--- src/rtl/mdu_pkg.sv ---
package mdu_pkg;
  localparam logic [5:0] F_MFHI  = 6'b010000;
  localparam logic [5:0] F_MTHI  = 6'b010001;
  localparam logic [5:0] F_MFLO  = 6'b010010;
  localparam logic [5:0] F_MTLO  = 6'b010011;
  localparam logic [5:0] F_MULT  = 6'b011000;
  localparam logic [5:0] F_MULTU = 6'b011001;
  localparam logic [5:0] F_DIV   = 6'b011010;
  localparam logic [5:0] F_DIVU  = 6'b011011;

  typedef struct packed {
    logic mul;
    logic div;
    logic sgn;
    logic mt_hi;
    logic mt_lo;
  } mdu_cmd_t;
endpackage

--- src/rtl/mdu_decode.sv ---
module mdu_decode
  import mdu_pkg::*;
(
  input  logic [5:0] func_i,
  output mdu_cmd_t   cmd_o
);
  always_comb begin
    cmd_o = '0;
    unique case (func_i)
      F_MULT:  begin cmd_o.mul = 1'b1; cmd_o.sgn = 1'b1; end
      F_MULTU: cmd_o.mul = 1'b1;
      F_DIV:   begin cmd_o.div = 1'b1; cmd_o.sgn = 1'b1; end
      F_DIVU:  cmd_o.div = 1'b1;
      F_MTHI:  cmd_o.mt_hi = 1'b1;
      F_MTLO:  cmd_o.mt_lo = 1'b1;
      default: cmd_o = '0;
    endcase
  end
endmodule

--- src/rtl/mdu_mul_seq.sv ---
// Shift-add multiplier on magnitudes, one multiplier bit per step.
module mdu_mul_seq #(
  parameter int WIDTH = 32
) (
  input  logic               clk_i,
  input  logic               rst_ni,
  input  logic               load_i,
  input  logic               step_i,
  input  logic [WIDTH-1:0]   mcand_i,
  input  logic [WIDTH-1:0]   mplier_i,
  output logic [2*WIDTH-1:0] prod_o
);
  logic [WIDTH-1:0]   mcand_q;
  logic [2*WIDTH-1:0] p_q;
  logic [WIDTH:0]     sum;

  assign sum = {1'b0, p_q[2*WIDTH-1:WIDTH]} + {1'b0, (p_q[0] ? mcand_q : '0)};

  always_ff @(posedge clk_i or negedge rst_ni) begin
    if (!rst_ni) begin
      mcand_q <= '0;
      p_q     <= '0;
    end else if (load_i) begin
      mcand_q <= mcand_i;
      p_q     <= {{WIDTH{1'b0}}, mplier_i};
    end else if (step_i) begin
      p_q <= {sum, p_q[WIDTH-1:1]};
    end
  end

  assign prod_o = p_q;
endmodule

--- src/rtl/mdu_div_seq.sv ---
// Restoring divider on magnitudes, one quotient bit per step.
module mdu_div_seq #(
  parameter int WIDTH = 32
) (
  input  logic             clk_i,
  input  logic             rst_ni,
  input  logic             load_i,
  input  logic             step_i,
  input  logic [WIDTH-1:0] dvd_i,
  input  logic [WIDTH-1:0] dsr_i,
  output logic [WIDTH-1:0] quo_o,
  output logic [WIDTH-1:0] rem_o
);
  logic [WIDTH-1:0] rem_q, quo_q, dsr_q;
  logic [WIDTH:0]   sh;
  logic             fits;

  assign sh   = {rem_q, quo_q[WIDTH-1]};
  assign fits = (sh >= {1'b0, dsr_q});

  always_ff @(posedge clk_i or negedge rst_ni) begin
    if (!rst_ni) begin
      rem_q <= '0;
      quo_q <= '0;
      dsr_q <= '0;
    end else if (load_i) begin
      rem_q <= '0;
      quo_q <= dvd_i;
      dsr_q <= dsr_i;
    end else if (step_i) begin
      rem_q <= fits ? (sh[WIDTH-1:0] - dsr_q) : sh[WIDTH-1:0];
      quo_q <= {quo_q[WIDTH-2:0], fits};
    end
  end

  assign quo_o = quo_q;
  assign rem_o = rem_q;
endmodule

--- src/rtl/hilo_mdu.sv ---
module hilo_mdu
  import mdu_pkg::*;
#(
  parameter int WIDTH = 32
) (
  input  logic             clk_i,
  input  logic             rst_ni,
  input  logic             start_i,
  input  logic [5:0]       func_i,
  input  logic [WIDTH-1:0] rs_i,
  input  logic [WIDTH-1:0] rt_i,
  output logic             busy_o,
  output logic [WIDTH-1:0] hi_o,
  output logic [WIDTH-1:0] lo_o,
  output logic [WIDTH-1:0] mf_data_o
);
  localparam int CW = $clog2(WIDTH + 1);

  mdu_cmd_t cmd;
  logic take, go, step, fin;
  logic neg_a, neg_b;
  logic [WIDTH-1:0] mag_a, mag_b;
  logic [2*WIDTH-1:0] prod, prod_fix;
  logic [WIDTH-1:0] quo, rem, quo_fix, rem_fix;

  logic busy_q, div_q, pneg_q, rneg_q, dz_q;
  logic [CW-1:0] cnt_q;
  logic [WIDTH-1:0] dvd_q, hi_q, lo_q;

  mdu_decode u_dec (.func_i(func_i), .cmd_o(cmd));

  assign take  = start_i & ~busy_q;
  assign go    = take & (cmd.mul | cmd.div);
  assign step  = busy_q & (cnt_q != '0);
  assign fin   = busy_q & (cnt_q == '0);
  assign neg_a = cmd.sgn & rs_i[WIDTH-1];
  assign neg_b = cmd.sgn & rt_i[WIDTH-1];
  assign mag_a = neg_a ? -rs_i : rs_i;
  assign mag_b = neg_b ? -rt_i : rt_i;

  mdu_mul_seq #(.WIDTH(WIDTH)) u_mul (
    .clk_i(clk_i), .rst_ni(rst_ni), .load_i(go & cmd.mul), .step_i(step & ~div_q),
    .mcand_i(mag_a), .mplier_i(mag_b), .prod_o(prod)
  );

  mdu_div_seq #(.WIDTH(WIDTH)) u_div (
    .clk_i(clk_i), .rst_ni(rst_ni), .load_i(go & cmd.div), .step_i(step & div_q),
    .dvd_i(mag_a), .dsr_i(mag_b), .quo_o(quo), .rem_o(rem)
  );

  assign prod_fix = pneg_q ? -prod : prod;
  assign quo_fix  = dz_q ? '1    : (pneg_q ? -quo : quo);
  assign rem_fix  = dz_q ? dvd_q : (rneg_q ? -rem : rem);

  always_ff @(posedge clk_i or negedge rst_ni) begin
    if (!rst_ni) begin
      busy_q <= 1'b0;
      cnt_q  <= '0;
      div_q  <= 1'b0;
      pneg_q <= 1'b0;
      rneg_q <= 1'b0;
      dz_q   <= 1'b0;
      dvd_q  <= '0;
    end else if (go) begin
      busy_q <= 1'b1;
      cnt_q  <= CW'(WIDTH);
      div_q  <= cmd.div;
      pneg_q <= neg_a ^ neg_b;
      rneg_q <= neg_a;
      dz_q   <= cmd.div & (rt_i == '0);
      dvd_q  <= rs_i;
    end else if (step) begin
      cnt_q <= cnt_q - 1'b1;
    end else if (fin) begin
      busy_q <= 1'b0;
    end
  end

  always_ff @(posedge clk_i or negedge rst_ni) begin
    if (!rst_ni) begin
      hi_q <= '0;
      lo_q <= '0;
    end else if (fin) begin
      hi_q <= div_q ? rem_fix : prod_fix[2*WIDTH-1:WIDTH];
      lo_q <= div_q ? quo_fix : prod_fix[WIDTH-1:0];
    end else if (take) begin
      if (cmd.mt_hi) hi_q <= rs_i;
      if (cmd.mt_lo) lo_q <= rs_i;
    end
  end

  always_comb begin
    if (func_i == F_MFHI)      mf_data_o = hi_q;
    else if (func_i == F_MFLO) mf_data_o = lo_q;
    else                       mf_data_o = '0;
  end

  assign busy_o = busy_q;
  assign hi_o   = hi_q;
  assign lo_o   = lo_q;
endmodule

--- config.mk ---
export PLATFORM = sky130hd
export DESIGN_NAME = hilo_mdu
export DESIGN_NICKNAME = d
export VERILOG_FILES = /design/src/rtl/mdu_pkg.sv /design/src/rtl/mdu_decode.sv /design/src/rtl/mdu_mul_seq.sv /design/src/rtl/mdu_div_seq.sv /design/src/rtl/hilo_mdu.sv
export SDC_FILE = /design/constraint.sdc
export NUM_CORES = 1
export LEC_CHECK = 0
export ABC_AREA = 1
export BUFFER_PORTS_ARGS = -buffer_cell sky130_fd_sc_hd__buf_2
export CORE_MARGIN = 3
export CORE_UTILIZATION = 36
export DETAILED_ROUTE_END_ITERATION = 10
export PLACE_DENSITY = 0.48
export RECOVER_POWER = 25
export REMOVE_ABC_BUFFERS = 1
export SETUP_SLACK_MARGIN = 0.05
export SYNTH_ARGS = -nofsm -noshare
export SYNTH_HDL_FRONTEND = slang
export SYNTH_SLANG_ARGS = --single-unit
--- constraint.sdc ---
create_clock -name clk_i -period 5.8 [get_ports clk_i]
set_input_delay 1.16 -clock clk_i [delete_from_list [all_inputs] [get_ports clk_i]]
set_output_delay 1.16 -clock clk_i [all_outputs]
set_load 0.01 [all_outputs]
Word level (Yosys, flattened, before mapping)
Cells that the tools add are included.
Widths: inputs -> output; s select.
{"block": "word_totals", "latchBits": 0, "ff_bits": 299, "romBits": 0, "in_bits": 73, "ram_bits": 0, "word_cells": 98, "output_inout_bits": 97, "mem_count": 0}
{"block": "op_classes", "n_eq_ne": 9, "div": 0, "n_mul": 0, "n_addsub": 8, "shift": 0, "n_reduce_logical": 16, "magnitude_cmp": 1, "bitwise_logic": 15, "n_mux": 35}
{"op": "$mux 32", "count": 22}
{"op": "$mux 64", "count": 3}
{"op": "$neg 32->32", "count": 4}
{"op": "$neg 64->64", "count": 1}
{"op": "$eq 6x5->1 const B", "count": 8}
{"op": "$add 32x32->33", "count": 1}
{"op": "$ge 33x32->1", "count": 1}
{"op": "$logic_not 32->1", "count": 1}
{"op": "$sub 32x32->32", "count": 1}
{"op": "$reduce_bool 2->1", "count": 7}
{"op": "$mux 6", "count": 2}
{"op": "$and 1x1->1", "count": 11}
{"op": "$mux 1", "count": 8}
{"op": "$logic_not 6->1", "count": 1}
{"op": "$reduce_and 2->1", "count": 3}
{"op": "$reduce_bool 6->1", "count": 1}
{"op": "$reduce_or 2->1", "count": 3}
{"op": "$sub 6x1->6 const B", "count": 1}
{"op": "$ne 2x2->1 const B", "count": 1}
{"op": "$not 1->1", "count": 2}
{"op": "$or 1x1->1", "count": 1}
{"op": "$xor 1x1->1", "count": 1}

Longest topological paths before layout
{"block": "logic_depth", "depth_word": 7, "mapped_depth": 20, "ltp_nobuf": 18}

By module
Synthesis repeated with hierarchy kept, for this count alone.
{"block": "hier_totals", "hier_cells": 4126, "hier_area_um2": 25268.0}
{"module": "hilo_mdu", "seq_area_each_um2": 2677.6, "area_per_inst_um2": 11897.7, "cells_each": 2091, "n_inst": 1}
{"module": "mdu_div_seq", "seq_area_each_um2": 2402.3, "area_per_inst_um2": 6891.6, "cells_each": 1049, "n_inst": 1}
{"module": "mdu_mul_seq", "seq_area_each_um2": 2402.3, "area_per_inst_um2": 6402.4, "cells_each": 967, "n_inst": 1}
{"module": "mdu_decode", "seq_area_each_um2": 0.0, "area_per_inst_um2": 76.3, "cells_each": 19, "n_inst": 1}

Least setup slack after synthesis
No wires, ideal clock.
{"block": "synth_timing", "path_type": "input to output", "from": "input port func_i[4]", "to": "output port mf_data_o[10]", "path_buffers": 1, "cell_stages": 7, "t_arrival_ns": 1.980, "path_slack_ns": 2.660, "t_required_ns": 4.640, "cell_sequence": "inv_1 nor2_2 nand2_1 inv_2 nand3_1 clkbuf_1 o22ai_1"}
{"block": "synth_between", "elab_chain_cells": 3, "word_cells_on_any_way": 4, "classes_between": "2 x eq/ne; 2 x mux"}
{"element": "start: declaration", "line": "hilo_mdu.sv:9", "rtl": "input logic [5:0] func_i,"}
{"element": "$eq 6x5->1", "line": "hilo_mdu.sv:94", "rtl": "else if (func_i == F_MFLO) mf_data_o = lo_q;"}
{"element": "$mux 32", "line": "hilo_mdu.sv:94"}
{"element": "$mux 32 *", "line": "hilo_mdu.sv:93", "rtl": "if (func_i == F_MFHI) mf_data_o = hi_q;"}
{"element": "end: declaration", "line": "hilo_mdu.sv:15", "rtl": "output logic [WIDTH-1:0] mf_data_o"}
Every way passes the cells marked *; elsewhere a longest branch is shown, timed or not.

==> report_table.html <==
<table>
<tr><th>Metric</th><th>Value</th></tr>
<tr><th colspan="2">Synthesis</th></tr>
<tr><td>Yosys warnings</td><td>0</td></tr>
<tr><td>Number of distinct library cells after synthesis</td><td>48</td></tr>
<tr><td>Share of synthesized flip-flops with an asynchronous set or reset</td><td>100%</td></tr>
<tr><td>Most area-hungry cell type in the Yosys netlist</td><td>sky130_fd_sc_hd__dfrtp_1</td></tr>
<tr><td>Sequential share of the synthesized area</td><td>30.6%</td></tr>
<tr><td>Mean post-synth cell area</td><td>6.25 um^2</td></tr>
<tr><td>#FFs+latches synth</td><td>299</td></tr>
<tr><td>EDFF count, synth</td><td>0</td></tr>
<tr><td>Biggest area contributors in the synthesized netlist</td><td>sky130_fd_sc_hd__dfrtp_1, sky130_fd_sc_hd__nand2_1, sky130_fd_sc_hd__inv_1</td></tr>
<tr><td>Post-synthesis instance area</td><td>24,500 um^2</td></tr>
<tr><td>Most frequently used flop master after synthesis</td><td>sky130_fd_sc_hd__dfrtp_1</td></tr>
<tr><td>Number of standard cells after synthesis</td><td>3,914</td></tr>
<tr><td>Portion of synthesized cell area occupied by the leading cell type</td><td>30.6%</td></tr>
<tr><th colspan="2">Setup path</th></tr>
<tr><td>Endpoint class of the critical path</td><td>asynchronous set/reset pin</td></tr>
<tr><td>Crit path kind</td><td>in -&gt; async</td></tr>
<tr><td>Worst path top cell family by delay</td><td>buffers and inverters</td></tr>
<tr><td>Startpoint class of the critical path</td><td>input pin</td></tr>
<tr><td>Count of cells along the worst register-to-register path</td><td>14</td></tr>
<tr><td>Arrival time of data at the critical path endpoint</td><td>4.50 ns</td></tr>
<tr><td>Delay of the slowest cell on the worst path</td><td>2.46 ns</td></tr>
<tr><td>Required @ worst endpoint</td><td>6.45 ns</td></tr>
<tr><td>Reg-to-reg startpoint</td><td>u_div.rem_o[5]$_DFFE_PN0P_</td></tr>
<tr><td>Critical path's slowest cell</td><td>sky130_fd_sc_hd__clkbuf_1</td></tr>
<tr><td>Cell-by-cell trace of the critical path</td><td>clkbuf_1, buf_4</td></tr>
<tr><td>Logic depth of the worst setup path including buffers</td><td>2</td></tr>
<tr><td>Worst Path Max Fanout</td><td>55</td></tr>
<tr><td>Worst setup path startpoint</td><td>rst_ni</td></tr>
<tr><td>Number of buffers and inverters on the critical path</td><td>2</td></tr>
<tr><th colspan="2">Hold path</th></tr>
<tr><td>Path category of the worst min-delay check</td><td>reg -&gt; reg</td></tr>
<tr><td>Worst hold path depth</td><td>2</td></tr>
<tr><td>Hold Path Origin</td><td>u_mul.mcand_q[26]$_DFFE_PN0P_</td></tr>
<tr><th colspan="2">Clock tree</th></tr>
<tr><td>TritonCTS clock tree</td><td>yes</td></tr>
<tr><td>Number of buffers inserted to repair setup after CTS</td><td>0</td></tr>
<tr><td>Clock slew at reported path FFs</td><td>0.06 ns</td></tr>
<tr><td>Number of buffers created by CTS</td><td>41</td></tr>
<tr><td>Buffer cell driving the clock tree root</td><td>sky130_fd_sc_hd__clkbuf_16</td></tr>
<tr><td>Maximum count of clock buffers along a single path</td><td>3</td></tr>
<tr><td>Post-cts hold buffer count</td><td>0</td></tr>
<tr><td>Post-cts sizing count</td><td>0</td></tr>
<tr><td>H-Tree Depth</td><td>2</td></tr>
<tr><td>Clock latency on the worst-skew pair</td><td>0.58 ns</td></tr>
<tr><td>CTS Sinks</td><td>299</td></tr>
<tr><th colspan="2">STA</th></tr>
<tr><td>Final setup TNS</td><td>0 ns</td></tr>
<tr><td>Total setup violations reported at the end of the flow</td><td>0</td></tr>
<tr><td>Max-slew violation count</td><td>54</td></tr>
<tr><td>Least-Margin Pin Slew</td><td>3.57 ns</td></tr>
<tr><td>PnR worst setup slack</td><td>1.95 ns</td></tr>
<tr><td>Clock skew</td><td>0.0349 ns</td></tr>
<tr><td>RSZ-0062 raised after global routing</td><td>no</td></tr>
<tr><td>Final critical-path share of the clock period</td><td>66.3%</td></tr>
<tr><td>Final count of hold timing violations</td><td>0</td></tr>
<tr><td>Relative slew slack</td><td>-138%</td></tr>
<tr><td>F_max</td><td>0.260 GHz</td></tr>
<tr><td>Final critical-path required period</td><td>3.85 ns</td></tr>
<tr><th colspan="2">Place</th></tr>
<tr><td>Cell count after placement</td><td>4,845</td></tr>
<tr><td>Setup Slack @ Placement</td><td>2.00 ns</td></tr>
<tr><td>Routability congestion estimate from global placement</td><td>0.969</td></tr>
<tr><td>Number of buffer cells added on primary ports</td><td>169</td></tr>
<tr><td>Half-perimeter wire length after placement</td><td>90,000 um</td></tr>
<tr><th colspan="2">Layout</th></tr>
<tr><td>Number of nets in the final layout</td><td>4,170</td></tr>
<tr><td>Post-layout instance count excluding filler cells</td><td>4,918</td></tr>
<tr><td>Commonest cells after routing, fill and taps aside</td><td>sky130_fd_sc_hd__nand2_1, sky130_fd_sc_hd__inv_1, sky130_fd_sc_hd__nor2_1, sky130_fd_sc_hd__nand3_1, sky130_fd_sc_hd__dfrtp_1</td></tr>
<tr><td>Antenna fix cells</td><td>0</td></tr>
<tr><td>Share of final-layout standard cells stronger than drive strength 1</td><td>8.73%</td></tr>
<tr><td>Area growth from synthesis to layout</td><td>12.2%</td></tr>
<tr><td>Total of fill cells in the finished design</td><td>7,316</td></tr>
<tr><td>Most common cell after layout, fill and taps aside</td><td>sky130_fd_sc_hd__nand2_1</td></tr>
<tr><th colspan="2">Flow run</th></tr>
<tr><td>Max capacitance violation total</td><td>1</td></tr>
<tr><th colspan="2">Floorplanning</th></tr>
<tr><td>Number of placed I/O pins</td><td>170</td></tr>
<tr><td>Initial Utilization</td><td>36.8%</td></tr>
<tr><td>Width of the die</td><td>267 um</td></tr>
<tr><td>Chip Height</td><td>267 um</td></tr>
<tr><td>Row Count</td><td>94</td></tr>
<tr><td>CORE AREA</td><td>66,600 um^2</td></tr>
<tr><td>Die area</td><td>71,100 um^2</td></tr>
<tr><th colspan="2">Global routing</th></tr>
<tr><td>Pin count of the biggest net entering global routing</td><td>99</td></tr>
<tr><td>Vias in the first global route</td><td>25,007</td></tr>
<tr><td>Number of antenna violations at the first check in global routing</td><td>3</td></tr>
<tr><td>Final global-route overflow total</td><td>0</td></tr>
<tr><td>Overall Global Routing Usage</td><td>31.3%</td></tr>
<tr><td>First-pass GRT wire length</td><td>167,000 um</td></tr>
<tr><th colspan="2">Power</th></tr>
<tr><td>Worst VDD drop</td><td>0.195 mV</td></tr>
<tr><td>Total power per unit cell area</td><td>256 nW/um^2</td></tr>
<tr><td>Total leakage power</td><td>14.2 nW</td></tr>
<tr><th colspan="2">Status</th></tr>
<tr><td>Violations in the final reports</td><td>capacitance limit, slew limit</td></tr>
<tr><td>Run status</td><td>finished with violations</td></tr>
<tr><th colspan="2">Routing</th></tr>
<tr><td>Via density per instance</td><td>5.44</td></tr>
<tr><td>First-pass DRT Iterations</td><td>6</td></tr>
<tr><td>DR iter-0 viols</td><td>2,746</td></tr>
<tr><td>Total Wirelength</td><td>113,000 um</td></tr>
<tr><td>Remaining antenna violation count</td><td>0</td></tr>
<tr><td>Detailed-route DRC error count</td><td>0</td></tr>
<tr><td>Via count of the routed design</td><td>26,753</td></tr>
<tr><td>Detail-routed net length per standard cell</td><td>22.9 um</td></tr>
</table>
-- cell families (layout without fill, tap and decap cells) --
kind of cell             count (synthesis)  in the layout  share of synthesized area (%)
AO/OA/AOI/OAI                          587            587                           14.2
XOR/XNOR                                88             88                           3.15
buffers and inverters                  659            799                           10.6
AND/OR/NAND/NOR                       2208           2208                           37.7
flip-flops                             299            299                           30.6
adder cells (fa/ha/maj)                 73             73                           3.79
-- flip-flops by register name (all words and copies together) (netlist names) --
register	count
busy_o	1
cnt_q	6
div_q	1
dvd_q	32
dz_q	1
hi_o	32
lo_o	32
pneg_q	1
rneg_q	1
u_div.dsr_q	32
u_div.quo_o	32
u_div.rem_o	32
u_mul.mcand_q	32
u_mul.prod_o	64
-- report_power, final --
group	total [mW]	leakage, nW	switching, mW	internal (mW)
registers	2.47	3.52	0.193	2.27
clock network	2.68	0.678	1.07	1.61
logic	1.89	9.98	1.33	0.564
-- routing by layer --
metal,up-vias,GRT usage (%),wire length (um)
met1,12766,46.0,52700
met4,2,8.82,3240
met5,-,0,7
li1,12841,-,-
met3,151,4.59,7880
met2,993,47.6,49000
-- synth_stat cells, drive strengths merged (52+ instances only) --
cell type     n
ha           71
nand3       362
xor2         62
nand2      1293
nor2        436
o22ai        57
dfrtp       299
a21oi       117
clkbuf       52
buf          84
nand4        56
o21ai       259
inv         523
-- area by class of cell --
| cell class | instances | area [um^2] | share of cell area (%) |
|---|---|---|---|
| multi-input combinational | 2956 | 14400 | 52.4 |
| tap | 864 | 1080 | 3.94 |
| clock buffer | 56 | 1180 | 4.31 |
| sequential | 299 | 7480 | 27.3 |
| timing repair buffer | 203 | 1140 | 4.14 |
| inverter | 523 | 1960 | 7.15 |
| clock inverter | 17 | 214 | 0.779 |
-- path summary, 6_finish.rpt --
path / endpoint / slack [ns]
min reg2reg: u_mul.mcand_q[26]$_DFFE_PN0P_ / 0.48
max reg2reg: u_div.rem_o[28]$_DFFE_PN0P_ / 2.36
min: u_mul.mcand_q[26]$_DFFE_PN0P_ / 0.48
min in group asynchronous: u_div.dsr_q[26]$_DFFE_PN0P_ / 1.81
max in group clk_i: mf_data_o[31] / 2.32
max: pneg_q$_DFFE_PN0P_ / 1.95
-- metrics by stage --
step                      util [%]  power (mW)  cell area [um^2]  hold slack (ns)
final                         41.3        7.04             27500            0.476
after floorplan                  -        3.58             23800            0.448
after global routing          41.3        7.40             27500            0.495
after CTS                     41.3        7.07             27500            0.483
after global placement        39.2        4.38             26100            0.466
after detailed placement      39.2        4.36             26100            0.467
Power figures use the tool's default switching activity.
